File: src/rtl/coal_pkg.sv
package coal_pkg;

  localparam int NCH = 2;   // index 1 = transmit, index 0 = receive

  // Layout of one direction's configuration byte.
  typedef struct packed {
    logic       long_sel;
    logic [2:0] thr;
    logic [3:0] tmo;
  } chan_cfg_t;

  // A threshold of zero is treated like one.
  function automatic logic [3:0] eff_thr(input logic [2:0] thr);
    return (thr == 3'd0) ? 4'd1 : {1'b0, thr};
  endfunction

endpackage

File: src/rtl/coal_grain_gen.sv
module coal_grain_gen #(
  parameter int PRESC = 4
) (
  input  logic clk,
  input  logic rst_n,
  input  logic tick,
  output logic grain
);

  generate
    if (PRESC <= 1) begin : g_pass
      assign grain = tick;
    end else begin : g_div
      localparam int PW = $clog2(PRESC);
      logic [PW-1:0] div_q;

      assign grain = tick && (div_q == PW'(PRESC - 1));

      always_ff @(posedge clk) begin
        if (!rst_n)
          div_q <= '0;
        else if (tick)
          div_q <= grain ? '0 : div_q + PW'(1);
      end
    end
  endgenerate

endmodule

File: src/rtl/coal_chan.sv
module coal_chan
  import coal_pkg::*;
#(
  parameter int NORM_GRAINS = 8,
  parameter int LONG_MULT   = 16,
  parameter int SLOW_MULT   = 10
) (
  input  logic      clk,
  input  logic      rst_n,
  input  logic      grain,
  input  logic      speed_fast,
  input  chan_cfg_t cfg,
  input  logic      evt,
  output logic      irq
);

  localparam int LEN_FS = NORM_GRAINS;
  localparam int LEN_FL = NORM_GRAINS * LONG_MULT;
  localparam int LEN_SS = NORM_GRAINS * SLOW_MULT;
  localparam int LEN_SL = NORM_GRAINS * LONG_MULT * SLOW_MULT;
  localparam int CW     = $clog2(LEN_SL + 1);

  logic [CW-1:0] cyc_len;
  logic [2:0]    pend_q;
  logic [CW-1:0] grain_q;
  logic [3:0]    cyc_q;
  logic [3:0]    thr_e;
  logic          tmr_on, wrap, cnt_hit, tmo_hit, fire;

  always_comb begin
    unique case ({speed_fast, cfg.long_sel})
      2'b10:   cyc_len = CW'(LEN_FS);
      2'b11:   cyc_len = CW'(LEN_FL);
      2'b00:   cyc_len = CW'(LEN_SS);
      default: cyc_len = CW'(LEN_SL);
    endcase
  end

  assign thr_e   = eff_thr(cfg.thr);
  assign cnt_hit = evt && (({1'b0, pend_q} + 4'd1) >= thr_e);
  assign tmr_on  = (pend_q != 3'd0) && (cfg.tmo != 4'd0);
  assign wrap    = tmr_on && grain && (grain_q >= cyc_len - CW'(1));
  assign tmo_hit = wrap && (cyc_q >= cfg.tmo - 4'd1);
  assign fire    = cnt_hit || tmo_hit;

  always_ff @(posedge clk) begin
    if (!rst_n) begin
      pend_q  <= '0;
      grain_q <= '0;
      cyc_q   <= '0;
      irq     <= 1'b0;
    end else begin
      irq <= fire;
      if (fire) begin
        pend_q  <= '0;
        grain_q <= '0;
        cyc_q   <= '0;
      end else begin
        if (evt && pend_q != 3'd7)
          pend_q <= pend_q + 3'd1;
        if (tmr_on && grain) begin
          if (wrap) begin
            grain_q <= '0;
            cyc_q   <= cyc_q + 4'd1;
          end else begin
            grain_q <= grain_q + CW'(1);
          end
        end
      end
    end
  end

endmodule

File: src/rtl/coal_irq_unit.sv
module coal_irq_unit
  import coal_pkg::*;
#(
  parameter int PRESC       = 4,
  parameter int NORM_GRAINS = 8,
  parameter int LONG_MULT   = 16,
  parameter int SLOW_MULT   = 10
) (
  input  logic        clk,
  input  logic        rst_n,
  input  logic [15:0] cfg_word,
  input  logic        speed_fast,
  input  logic        us_tick,
  input  logic        tx_done,
  input  logic        rx_done,
  output logic        tx_irq,
  output logic        rx_irq
);

  logic           grain;
  logic [NCH-1:0] evt;
  logic [NCH-1:0] irq;

  assign evt    = {tx_done, rx_done};
  assign tx_irq = irq[1];
  assign rx_irq = irq[0];

  coal_grain_gen #(.PRESC(PRESC)) u_grain (
    .clk  (clk),
    .rst_n(rst_n),
    .tick (us_tick),
    .grain(grain)
  );

  generate
    for (genvar i = 0; i < NCH; i++) begin : g_ch
      chan_cfg_t ccfg;
      assign ccfg = chan_cfg_t'(cfg_word[8*i +: 8]);

      coal_chan #(
        .NORM_GRAINS(NORM_GRAINS),
        .LONG_MULT  (LONG_MULT),
        .SLOW_MULT  (SLOW_MULT)
      ) u_ch (
        .clk       (clk),
        .rst_n     (rst_n),
        .grain     (grain),
        .speed_fast(speed_fast),
        .cfg       (ccfg),
        .evt       (evt[i]),
        .irq       (irq[i])
      );
    end
  endgenerate

endmodule

File: config.mk
export PLATFORM = sky130hd
export DESIGN_NAME = coal_irq_unit
export DESIGN_NICKNAME = d
export VERILOG_FILES = /design/src/rtl/coal_pkg.sv /design/src/rtl/coal_grain_gen.sv /design/src/rtl/coal_chan.sv /design/src/rtl/coal_irq_unit.sv
export SDC_FILE = /design/constraint.sdc
export NUM_CORES = 1
export LEC_CHECK = 0
export ABC_AREA = 1
export ABC_CLOCK_PERIOD_IN_PS = 2300
export BUFFER_PORTS_ARGS = -buffer_cell sky130_fd_sc_hd__buf_2
export CORE_ASPECT_RATIO = 0.6
export CORE_UTILIZATION = 35
export DETAILED_ROUTE_END_ITERATION = 8
export SLEW_MARGIN = 20
export SYNTH_ARGS = -nofsm -noshare
export SYNTH_HDL_FRONTEND = slang
export SYNTH_SLANG_ARGS = --single-unit
File: constraint.sdc
create_clock -name clk -period 2.3 [get_ports clk]
set_input_delay 0.345 -clock clk [delete_from_list [all_inputs] [get_ports clk]]
set_output_delay 0.345 -clock clk [all_outputs]
set_load 0.05 [all_outputs]
; ---- Word level (Yosys, flattened, before mapping)
; Index checks and enable logic that the tools add are counted.
[totals]
register_bits = 40
output_inout_bits = 2
[classes]
n_addsub = 13
order_cmp = 6
n_eq_ne = 7
muxes = 7
bitwise = 1
reduce_logical = 27
[op_table]
columns = operator, n
row1 = $pmux 11 s3, 2
row2 = $add 11x1->11 const B, 2
row3 = $ge 11x11->1, 2
row4 = $mux 11, 2
row5 = $sub 11x1->11 const B, 2
row6 = $ge 4x4->1, 4
row7 = $logic_and 1x1->1, 13
row8 = $eq 2x2->1 const B, 5
row9 = $add 3x1->4 const B, 2
row10 = $add 4x1->4 const B, 2
row11 = $reduce_bool 4->1, 2
row12 = $sub 4x1->4 const B, 2
row13 = $add 3x1->3 const B, 2
row14 = $logic_not 3->1, 2
row15 = $mux 3, 2
row16 = $ne 3x3->1 const B, 2
row17 = $reduce_bool 3->1, 2
row18 = $logic_not 2->1, 2
row19 = $reduce_and 2->1, 2
row20 = $reduce_or 2->1, 2
row21 = $add 2x1->2 const B, 1
row22 = $logic_or 1x1->1, 2
row23 = $mux 2, 1
row24 = $not 1->1, 1

; ---- Logic depth before layout (Yosys ltp)
; Gate-level depths: netlist (run 1).
[logic_depth]
ltp_word = 8
ltp_mapped = 15

; ---- Modules after synthesis
; Synthesis (run 1) repeated with hierarchy kept, for this count alone.
[unflattened]
hier_cells = 433
area_unflattened_um2 = 3121.7
[modules_own_cells]
columns = module, instances, cells_each, area_each_um2, seq_area_each_um2
row1 = coal_chan, 2, 209, 1508.9, 380.4
row2 = coal_grain_gen, 1, 15, 103.8, 40.0

; ---- Worst setup path before layout (run 1)
; No wires, ideal clock.
[synth_path]
path_kind = register to register
startpoint = reg g_ch[0].u_ch.pend_q[0]
endpoint = reg g_ch[0].u_ch.pend_q[1]
arrival_ns = 1.986
slack_ns = 0.253
stages_incl_launch_ff = 10
path_buffers = 1
synth_period_minus_slack_ns = 2.047
path_cell_list = dfxtp_1 > inv_1 > ha_1 > ha_1 > a21boi_0 > o21a_1 > o21ai_0 > nand3_4 > buf_8 > nor2_2
[synth_via]
elab_chain_cells = 7
word_cells_on_any_way = 13
[synth_lines]
columns = element, line
row1 = from (decl), coal_chan.sv:24  ; logic [2:0] pend_q;
row2 = from (signal assigned), coal_chan.sv:60  ; pend_q <= pend_q + 3'd1;
row3 = "parallel branches: the longest is 7 deep, another holds $add 3x1->4", n/a
; Several ways; the timed one is not identified.
; A chain may end at the register's enable or synchronous reset.

; ---- Worst setup path after layout (run 1)
[layout_path]
startpoint = reg g_ch[1].u_ch.pend_q[0]
endpoint = reg g_ch[1].u_ch.cyc_q[1]
[layout_via]
elab_chain_cells = 7
word_cells_on_any_way = 11
[layout_lines]
columns = element, line
row1 = from (decl), coal_chan.sv:24
row2 = from (signal assigned), coal_chan.sv:60
row3 = "parallel branches: the longest is 7 deep, another holds $add 3x1->4", n/a
row4 = to (signal assigned), coal_chan.sv:64  ; cyc_q <= cyc_q + 4'd1;
row5 = to (decl), coal_chan.sv:26  ; logic [3:0] cyc_q;
; Several ways; the timed one is not identified.

==> qor_table.md, run 1 <==
| Result | Value | Unit |
|:---|:---|:---|
| Cell family with most CP delay | adder cells | - |
| Post-synthesis sequential element count | 40 | - |
| Clock Tree Buf Depth | 2 | - |
| Endpoint of the worst setup timing path | g_ch[1].u_ch.cyc_q[1] | - |
| Library cell contributing the largest single delay on the critical path | dfxtp_1 | - |
| Routed WL per cell | 11.3 | µm |
| Number of diodes added for antenna fixing | 0 | - |
| Slack of the critical path | 199 | ps |
| Post-Place Setup Slack | 121 | ps |
| Global routing usage summed across all routing layers | 0.154 | - |
| Cell chain of the critical path | inv_1 -> ha_1 -> ha_1 -> a21boi_0 -> o21a_1 -> o21ai_1 -> nand3_2 -> buf_4 -> nor2_1 | - |
| Clock Latency Late Sink | 290 | ps |
| Area growth syn-to-layout | 14.1 | % |
| Share of the yosys chip area belonging to registers | 0.251 | - |
| TritonCTS clock tree | yes | - |
| Average footprint of a synthesized cell | 6.87 | µm² |
| Clock root buffer | clkbuf_16 | - |
| Placeable Area | 8690 | µm² |
| Tightest hold margin | 307 | ps |
| Boundary Pins | 24 | - |
| Number of vias in the routed layout | 2873 | - |
| Drt via density | 4.67 | - |
| Final hold violation count | 0 | - |
| Crit path buffers/inverters | 2 | - |
| Number of enable flip-flop cells after synthesis | 0 | - |
| Maximum number of pins on one net before global-route repair | 19 | - |
| Count of final max-slew check failures | 0 | - |
| Setup slack, reg-to-reg | 200 | ps |
| Die Outline Area | 9520 | µm² |
| Number of distinct standard cells referenced by the synthesized netlist | 34 | - |
| Highest ir drop seen on vdd | 0.000306 | V |
| Origin of the critical flop-to-flop path | g_ch[1].u_ch.pend_q[0] | - |
| Number of maximum-capacitance violations | 0 | - |
| Leak pwr | 0.00175 | µW |
| Total number of clock tree sinks | 40 | - |
| Pwr/cell area | 503 | nW/µm² |
| Cell count of the worst reg-to-reg path | 9 | - |
| Initial antenna violation count | 0 | - |
| Unrepaired setup endpoints after global routing | no | - |
| Final clock period utilization by the worst path | 0.914 | - |
| Cell count after synthesis | 465 | - |
| Path length in cells of the critical path | 9 | - |
| Data arrival at the endpoint of the critical path | 2320 | ps |
| First-pass DRT Iterations | 4 | - |
| Netlist area before placement | 3190 | µm² |
| Site Rows | 26 | - |
| Die span in y | 76.0 | µm |
| Worst flop-to-flop path endpoint | g_ch[1].u_ch.cyc_q[1] | - |
| Async set-or-reset flop fraction in the synthesized netlist | 0 | - |
| Type of the most critical hold path | primary input to register | - |
| Wire length of the first global-routing pass | 12000 | µm |
| WS Path Type | register to register | - |
| Sum of routed wire length over all layers | 6970 | µm |
| Most used cell, CP | ha_1 | - |
| Routability Congestion | 0.878 | - |
| Highest achievable clock rate | 0.476 | GHz |
| Largest stage delay on the critical path | 440 | ps |
| Register clock-pin slew on the reported worst setup and hold paths | 60 | ps |
| Category of the worst setup path capture point | register | - |
| Antenna viol nets, final | 0 | - |
| Worst setup startpoint | g_ch[1].u_ch.pend_q[0] | - |
| Setup total negative slack | 0 | ps |
| Min Clock Period, post-route | 2100 | ps |
| Share of layout cells above drive strength 1 | 0.161 | - |
| Residual overflow from global routing | 0 | - |
| Final number of setup-violating endpoints | 0 | - |
| Result of the run | completed | - |
| Most used DFF post-synth | dfxtp_1 | - |
| Total CTS buffers | 5 | - |
| Port Buffer Count | 23 | - |
| Initial detailed-routing violation count | 133 | - |
| CP Max Fanout | 18 | - |
| Number of warnings printed during yosys synthesis | 0 | - |
| Number of fill cells | 908 | - |
| Startpoint type of the worst setup path | register | - |
| Number of global-route vias before repair | 2628 | - |
| Die X | 125 | µm |
| Estimated wirelength of the detail-placed design | 5660 | µm |
| Worst Clk Skew | 5.97 | ps |
| Initial Util | 0.368 | - |
| DRC | 0 | - |
| Required time of the critical path | 2520 | ps |
| Total Nets Final | 566 | - |
| H-Tree Level Count | 2 | - |
==> placed cells by master, fill, tap and decap left out, types with 3 or more instances in the layout <==
cell type	instances
nand2_2	3
nand3_2	4
dfxtp_1	39
nand3_1	40
nor3_1	3
xor2_1	7
buf_2	23
conb_1	4
nor2_2	15
nand3b_1	4
inv_1	68
clkbuf_16	5
o21bai_1	4
a21oi_1	8
o211ai_1	3
nand2_1	110
nand4_1	8
buf_4	10
o21ai_0	9
inv_2	5
nor2_1	58
xnor2_1	5
o21ai_1	5
ha_1	42
==> worst register-to-register path, stage by stage (launching register included) <==
cell and delay [ps]:
dfxtp_1 440, inv_1 70, ha_1 310, ha_1 290
a21boi_0 130, o21a_1 180, o21ai_1 210, nand3_2 90
buf_4 210, nor2_1 120
==> sequential cells by signal, indices dropped and copies added, names as in the netlist <==
| signal | count |
|---|---|
| g_ch.u_ch.cyc_q | 8 |
| g_ch.u_ch.grain_q | 22 |
| g_ch.u_ch.irq | 2 |
| g_ch.u_ch.pend_q | 6 |
| u_grain.g_div.div_q | 2 |
==> how the worst min path moves through the flow <==
stage / cells past startpoint / start / slack [ps] / endpoint
after floorplan: 1 / us_tick / 440 / u_grain.g_div.div_q[1]
after global placement: 2 / u_grain.g_div.div_q[1] / 520 / u_grain.g_div.div_q[1]
after detailed placement: 2 / u_grain.g_div.div_q[0] / 520 / u_grain.g_div.div_q[0]
after CTS: 2 / us_tick / 310 / u_grain.g_div.div_q[1]
after global routing: 2 / us_tick / 340 / u_grain.g_div.div_q[1]
final: 2 / us_tick / 310 / u_grain.g_div.div_q[1]
==> kinds of logic after synthesis <==
logic type                 Yosys count  synth area share
other                                1           0.00117
and+or+nand+nor                    253             0.371
adders and majority gates           42             0.165
xor gates and xnor gates            12            0.0329
buffers and inverters               80             0.109
AOI/OAI and AO/OA                   37            0.0713
DFF                                 40             0.251
==> cells in the mapped netlist (5+ instances only) <==
| library cell | instances | area, µm² |
|---|---|---|
| nand4_1 | 8 | 50.1 |
| o21ai_0 | 10 | 50.1 |
| ha_1 | 42 | 526 |
| inv_1 | 68 | 255 |
| nor2_1 | 59 | 221 |
| nand3_1 | 40 | 200 |
| nor2_2 | 14 | 87.6 |
| a21oi_1 | 8 | 40.0 |
| xor2_1 | 7 | 61.3 |
| nand2_1 | 110 | 413 |
| dfxtp_1 | 40 | 801 |
| xnor2_1 | 5 | 43.8 |
| inv_2 | 5 | 18.8 |
==> stage by stage <==
step	power, µW	cells	area, µm²	utilization
floorplan	957	468	3200	-
global placement	1020	607	3470	0.399
detailed placement	1030	607	3470	0.399
CTS	1850	615	3640	0.419
global route	1930	615	3640	0.419
finish	1830	615	3640	0.419
==> metal layers <==
metal  global-route usage  vias up  share of wire
met2                0.216       64           0.37
li1                     -     1551              -
met3               0.0183        9          0.044
met4               0.0476        0          0.012
met1                0.239     1249           0.57
met5                    0        -              0
==> power by group <==
part | internal, µW | switching (µW)
registers | 715 | 19.2
clock network | 516 | 298
logic | 113 | 171
total | 1340 | 488
==> final cells by class <==
class                   count  area [µm²]  share of cell area
repair buffers             33         190              0.0522
clock inverters             3        47.5              0.0130
flip-flops and latches     40         802               0.220
inverters                  74         279              0.0766
clock buffers               5         125              0.0343
multi-input cells         348        2060               0.565
well taps                 112         140              0.0385
==> timing repair <==
item	4_1_cts	5_1_grt
buffers inserted	0	0
resized for setup	0	3
hold endpoints to repair	0	0
setup endpoints to repair	0	29
hold buffers	0	0
Power figures use the tool's default switching activity.
==> run 2, diff against run 1 <==
Settings changed: CORE_UTILIZATION 35 to 50, CTS_CLUSTER_DIAMETER from default to 80, PLACE_DENSITY from default to 0.68, RECOVER_POWER from default to 50.
==> run 2 against run 1 <==
  * Clock power down 30%
  * Critical path depth is the same
  * Non-clock buffer count down 1
  * Register-to-register slack got worse by 20 ps
  * Wire length fell by 7.4%
  * Combinational power is essentially flat
  * Sequential share of layout area is 0.56 points higher
  * Fmax fell by 0.71%
  * Critical path type unchanged
  * Worst hold slack got worse by 16 ps
  * Final area down 2.6%
==> qor_table.md, run 2 (synthesized netlist as in run 1, its figures left out) <==
| Result | Value | Unit | Change |
|:---|:---|:---|:---|
| Result of the run | completed | - | unchanged |
| Die Outline Area | 6720 | µm² | was 9520 µm² |
| Total number of clock tree sinks | 40 | - | unchanged |
| Commonest non-fill, non-tap cell in the layout | nand2_1 | - | unchanged |
| Drt via density | 4.81 | - | was 4.67 |
| Most used cell, CP | ha_1 | - | unchanged |
| Initial Util | 0.520 | - | was 0.368 |
| Port Buffer Count | 23 | - | unchanged |
| Combinational fraction of design power | 0.181 | - | was 0.155 |
| Final number of setup-violating endpoints | 0 | - | unchanged |
| Antenna viol nets, final | 0 | - | unchanged |
| Part of the total power dissipated in the clock network | 0.357 | - | was 0.444 |
| Min Clock Period, post-route | 2120 | ps | was 2100 ps |
| Post-layout power | 1590 | µW | was 1830 µW |
| Number of vias in the routed layout | 2823 | - | was 2873 |
| Net switching power figure | 437 | µW | was 488 µW |
| Cell chain of the critical path | inv_1 -> ha_1 -> ha_1 -> a21boi_0 -> o21a_1 -> o21ai_0 -> buf_4 -> nand3_4 -> nor2_2 | - | was inv_1 -> ha_1 -> ha_1 -> a21boi_0 -> o21a_1 -> o21ai_1 -> nand3_2 -> buf_4 -> nor2_1 |
| Wire length of the first global-routing pass | 11200 | µm | was 12000 µm |
| Largest regs | g_ch.u_ch.grain_q x22, g_ch.u_ch.cyc_q x8, g_ch.u_ch.pend_q x6 | - | unchanged |
| Required time of the critical path | 2530 | ps | was 2520 ps |
| Leak pwr | 0.00171 | µW | was 0.00175 µW |
| Category of the worst setup path capture point | register | - | unchanged |
| Worst-case headroom to the max-slew limit | 0.602 | - |  |
| Unrepaired setup endpoints after global routing | no | - | unchanged |
| Finished Cell Area | 3550 | µm² | was 3640 µm² |
| Post-CTS Repair Setup Buffers | 0 | - | unchanged |
| Routability Congestion | 0.891 | - | was 0.878 |
| Residual overflow from global routing | 0 | - | unchanged |
| Initial antenna violation count | 0 | - | unchanged |
| Area growth syn-to-layout | 11.1 | % | was 14.1% |
| Final clock period utilization by the worst path | 0.920 | - | was 0.914 |
| Internal Power | 1150 | µW | was 1340 µW |
| Largest stage delay on the critical path | 420 | ps | was 440 ps |
| Total Nets Final | 566 | - | unchanged |
| Share of layout cells above drive strength 1 | 0.151 | - | was 0.161 |
| Estimated wirelength of the detail-placed design | 5160 | µm | was 5660 µm |
| Die X | 105 | µm | was 125 µm |
| First-pass DRT Iterations | 4 | - | unchanged |
| Total CTS buffers | 5 | - | unchanged |
| Most frequent cells in the layout | nand2_1, inv_1, nor2_1, ha_1 | - | was nand2_1, inv_1, nor2_1, ha_1, nand3_1 |
| Global routing usage summed across all routing layers | 0.206 | - | was 0.154 |
| Final hold violation count | 0 | - | unchanged |
| Sum of routed wire length over all layers | 6460 | µm | was 6970 µm |
| Library cell contributing the largest single delay on the critical path | dfxtp_1 | - | unchanged |
| Worst Clk Skew | 6.44 | ps | was 5.97 ps |
| Clock Tree Buf Depth | 2 | - | unchanged |
| Number of diodes added for antenna fixing | 0 | - | unchanged |
| Die span in y | 63.9 | µm | was 76.0 µm |
| Post-Place Cell Area | 3420 | µm² | was 3470 µm² |
| Clock Latency Late Sink | 290 | ps | about the same |
| Maximum number of pins on one net before global-route repair | 19 | - | unchanged |
| Setup total negative slack | 0 | ps | unchanged |
| Type of the most critical hold path | primary input to register | - | unchanged |
| Flip-flop count of the largest register, all copies and words added | 22 | - | unchanged |
| Startpoint type of the worst setup path | register | - | unchanged |
| WS Path Type | register to register | - | unchanged |
| Clock root buffer | clkbuf_8 | - | was clkbuf_16 |
| Transition at the pin with the smallest max-transition slack | 600 | ps |  |
| Part of the power in registers | 0.462 | - | was 0.401 |
| TritonCTS clock tree | yes | - | unchanged |
| Number of maximum-capacitance violations | 0 | - | unchanged |
| CP Max Fanout | 9 | - | was 18 |
| Pwr/cell area | 447 | nW/µm² | was 503 nW/µm² |
| Register bank with the most flops | g_ch.u_ch.grain_q | - | unchanged |
| Initial detailed-routing violation count | 160 | - | was 133 |
| Register clock-pin slew on the reported worst setup and hold paths | 80 | ps | was 60 ps |
| Site Rows | 22 | - | was 26 |
| Highest achievable clock rate | 0.473 | GHz | was 0.476 GHz |
| Routed WL per cell | 11.0 | µm | was 11.3 µm |
| Highest ir drop seen on vdd | 0.000218 | V | was 0.000306 V |
| Placeable Area | 6140 | µm² | was 8690 µm² |
| Boundary Pins | 24 | - | unchanged |
| Net Sw Frac | 0.276 | - | was 0.267 |
| Count of final max-slew check failures | 0 | - | unchanged |
| Number of global-route vias before repair | 2556 | - | was 2628 |
| H-Tree Level Count | 2 | - | unchanged |
| Data arrival at the endpoint of the critical path | 2350 | ps | was 2320 ps |
| DRC | 0 | - | unchanged |
-- run 2: cell types whose count changed in the layout (fill, tap and decap cells not counted), moves of 2 or more --
cell | before | now
clkinv_4 | 2 | 0
buf_2 | 23 | 21
clkbuf_1 | 0 | 3
buf_4 | 10 | 8
clkbuf_16 | 5 | 0
clkbuf_8 | 0 | 5
-- run 2: path summary, 6_finish.rpt --
check	start	endpoint	slack, ps	cells past startpoint
worst max-delay path	g_ch[0].u_ch.pend_q[0]	g_ch[0].u_ch.pend_q[0]	180	9
worst min-delay path	us_tick	u_grain.g_div.div_q[1]	290	2
worst max register to register	g_ch[0].u_ch.pend_q[0]	g_ch[0].u_ch.pend_q[0]	180	9
worst min register to register	u_grain.g_div.div_q[0]	u_grain.g_div.div_q[0]	530	2
-- run 2: stage by stage --
step | hold slack [ps] | utilization | cells | worst slack (ps)
after floorplan | 438 | - | 468 | 253
after global placement | 518 | 0.558 | 578 | 182
after detailed placement | 519 | 0.558 | 578 | 85.1
after CTS | 278 | 0.575 | 586 | 67.3
after global routing | 289 | 0.578 | 587 | 6.35
final | 290 | 0.578 | 587 | 184
-- run 2: power groups by stage --
stage          Combinational (µW)  Clock, µW  Sequential [µW]
2_1_floorplan                 200          0              756
3_3_place_gp                  270          0              748
3_5_place_dp                  282          0              748
4_1_cts                       283        587              732
5_1_grt                       330        619              736
6_report                      287        566              732
-- run 2: layout make-up --
| type | count | area (µm²) |
|---|---|---|
| timing repair buffer | 32 | 180 |
| tap | 84 | 105 |
| clock inverter | 2 | 35.0 |
| fill | 592 | 2590 |
| inverter | 74 | 279 |
| multi-input combinational | 349 | 2070 |
| clock buffer | 6 | 72.6 |
| sequential | 40 | 801 |
-- run 2: what timing repair did --
action / in CTS / in global routing
endpoints found under the hold margin: 0 / 0
hold buffers: 0 / 0
endpoints found under the setup margin: 0 / 21
gates resized for setup: 0 / 2
-- run 2: metal layers --
metal,share of wire,global-route usage
met2,0.40,0.312
met5,0,0
met4,0.0015,0.0475
met3,0.037,0.0378
met1,0.56,0.302
-- run 2: critical path: cells and delay by family (launching register included) --
family / cells / cell delay (ps)
AO/OA/AOI/OAI: 3 / 470
adder cells (fa/ha/maj): 2 / 600
buffers and inverters: 2 / 250
flip-flops: 1 / 420
AND/OR/NAND/NOR: 2 / 300
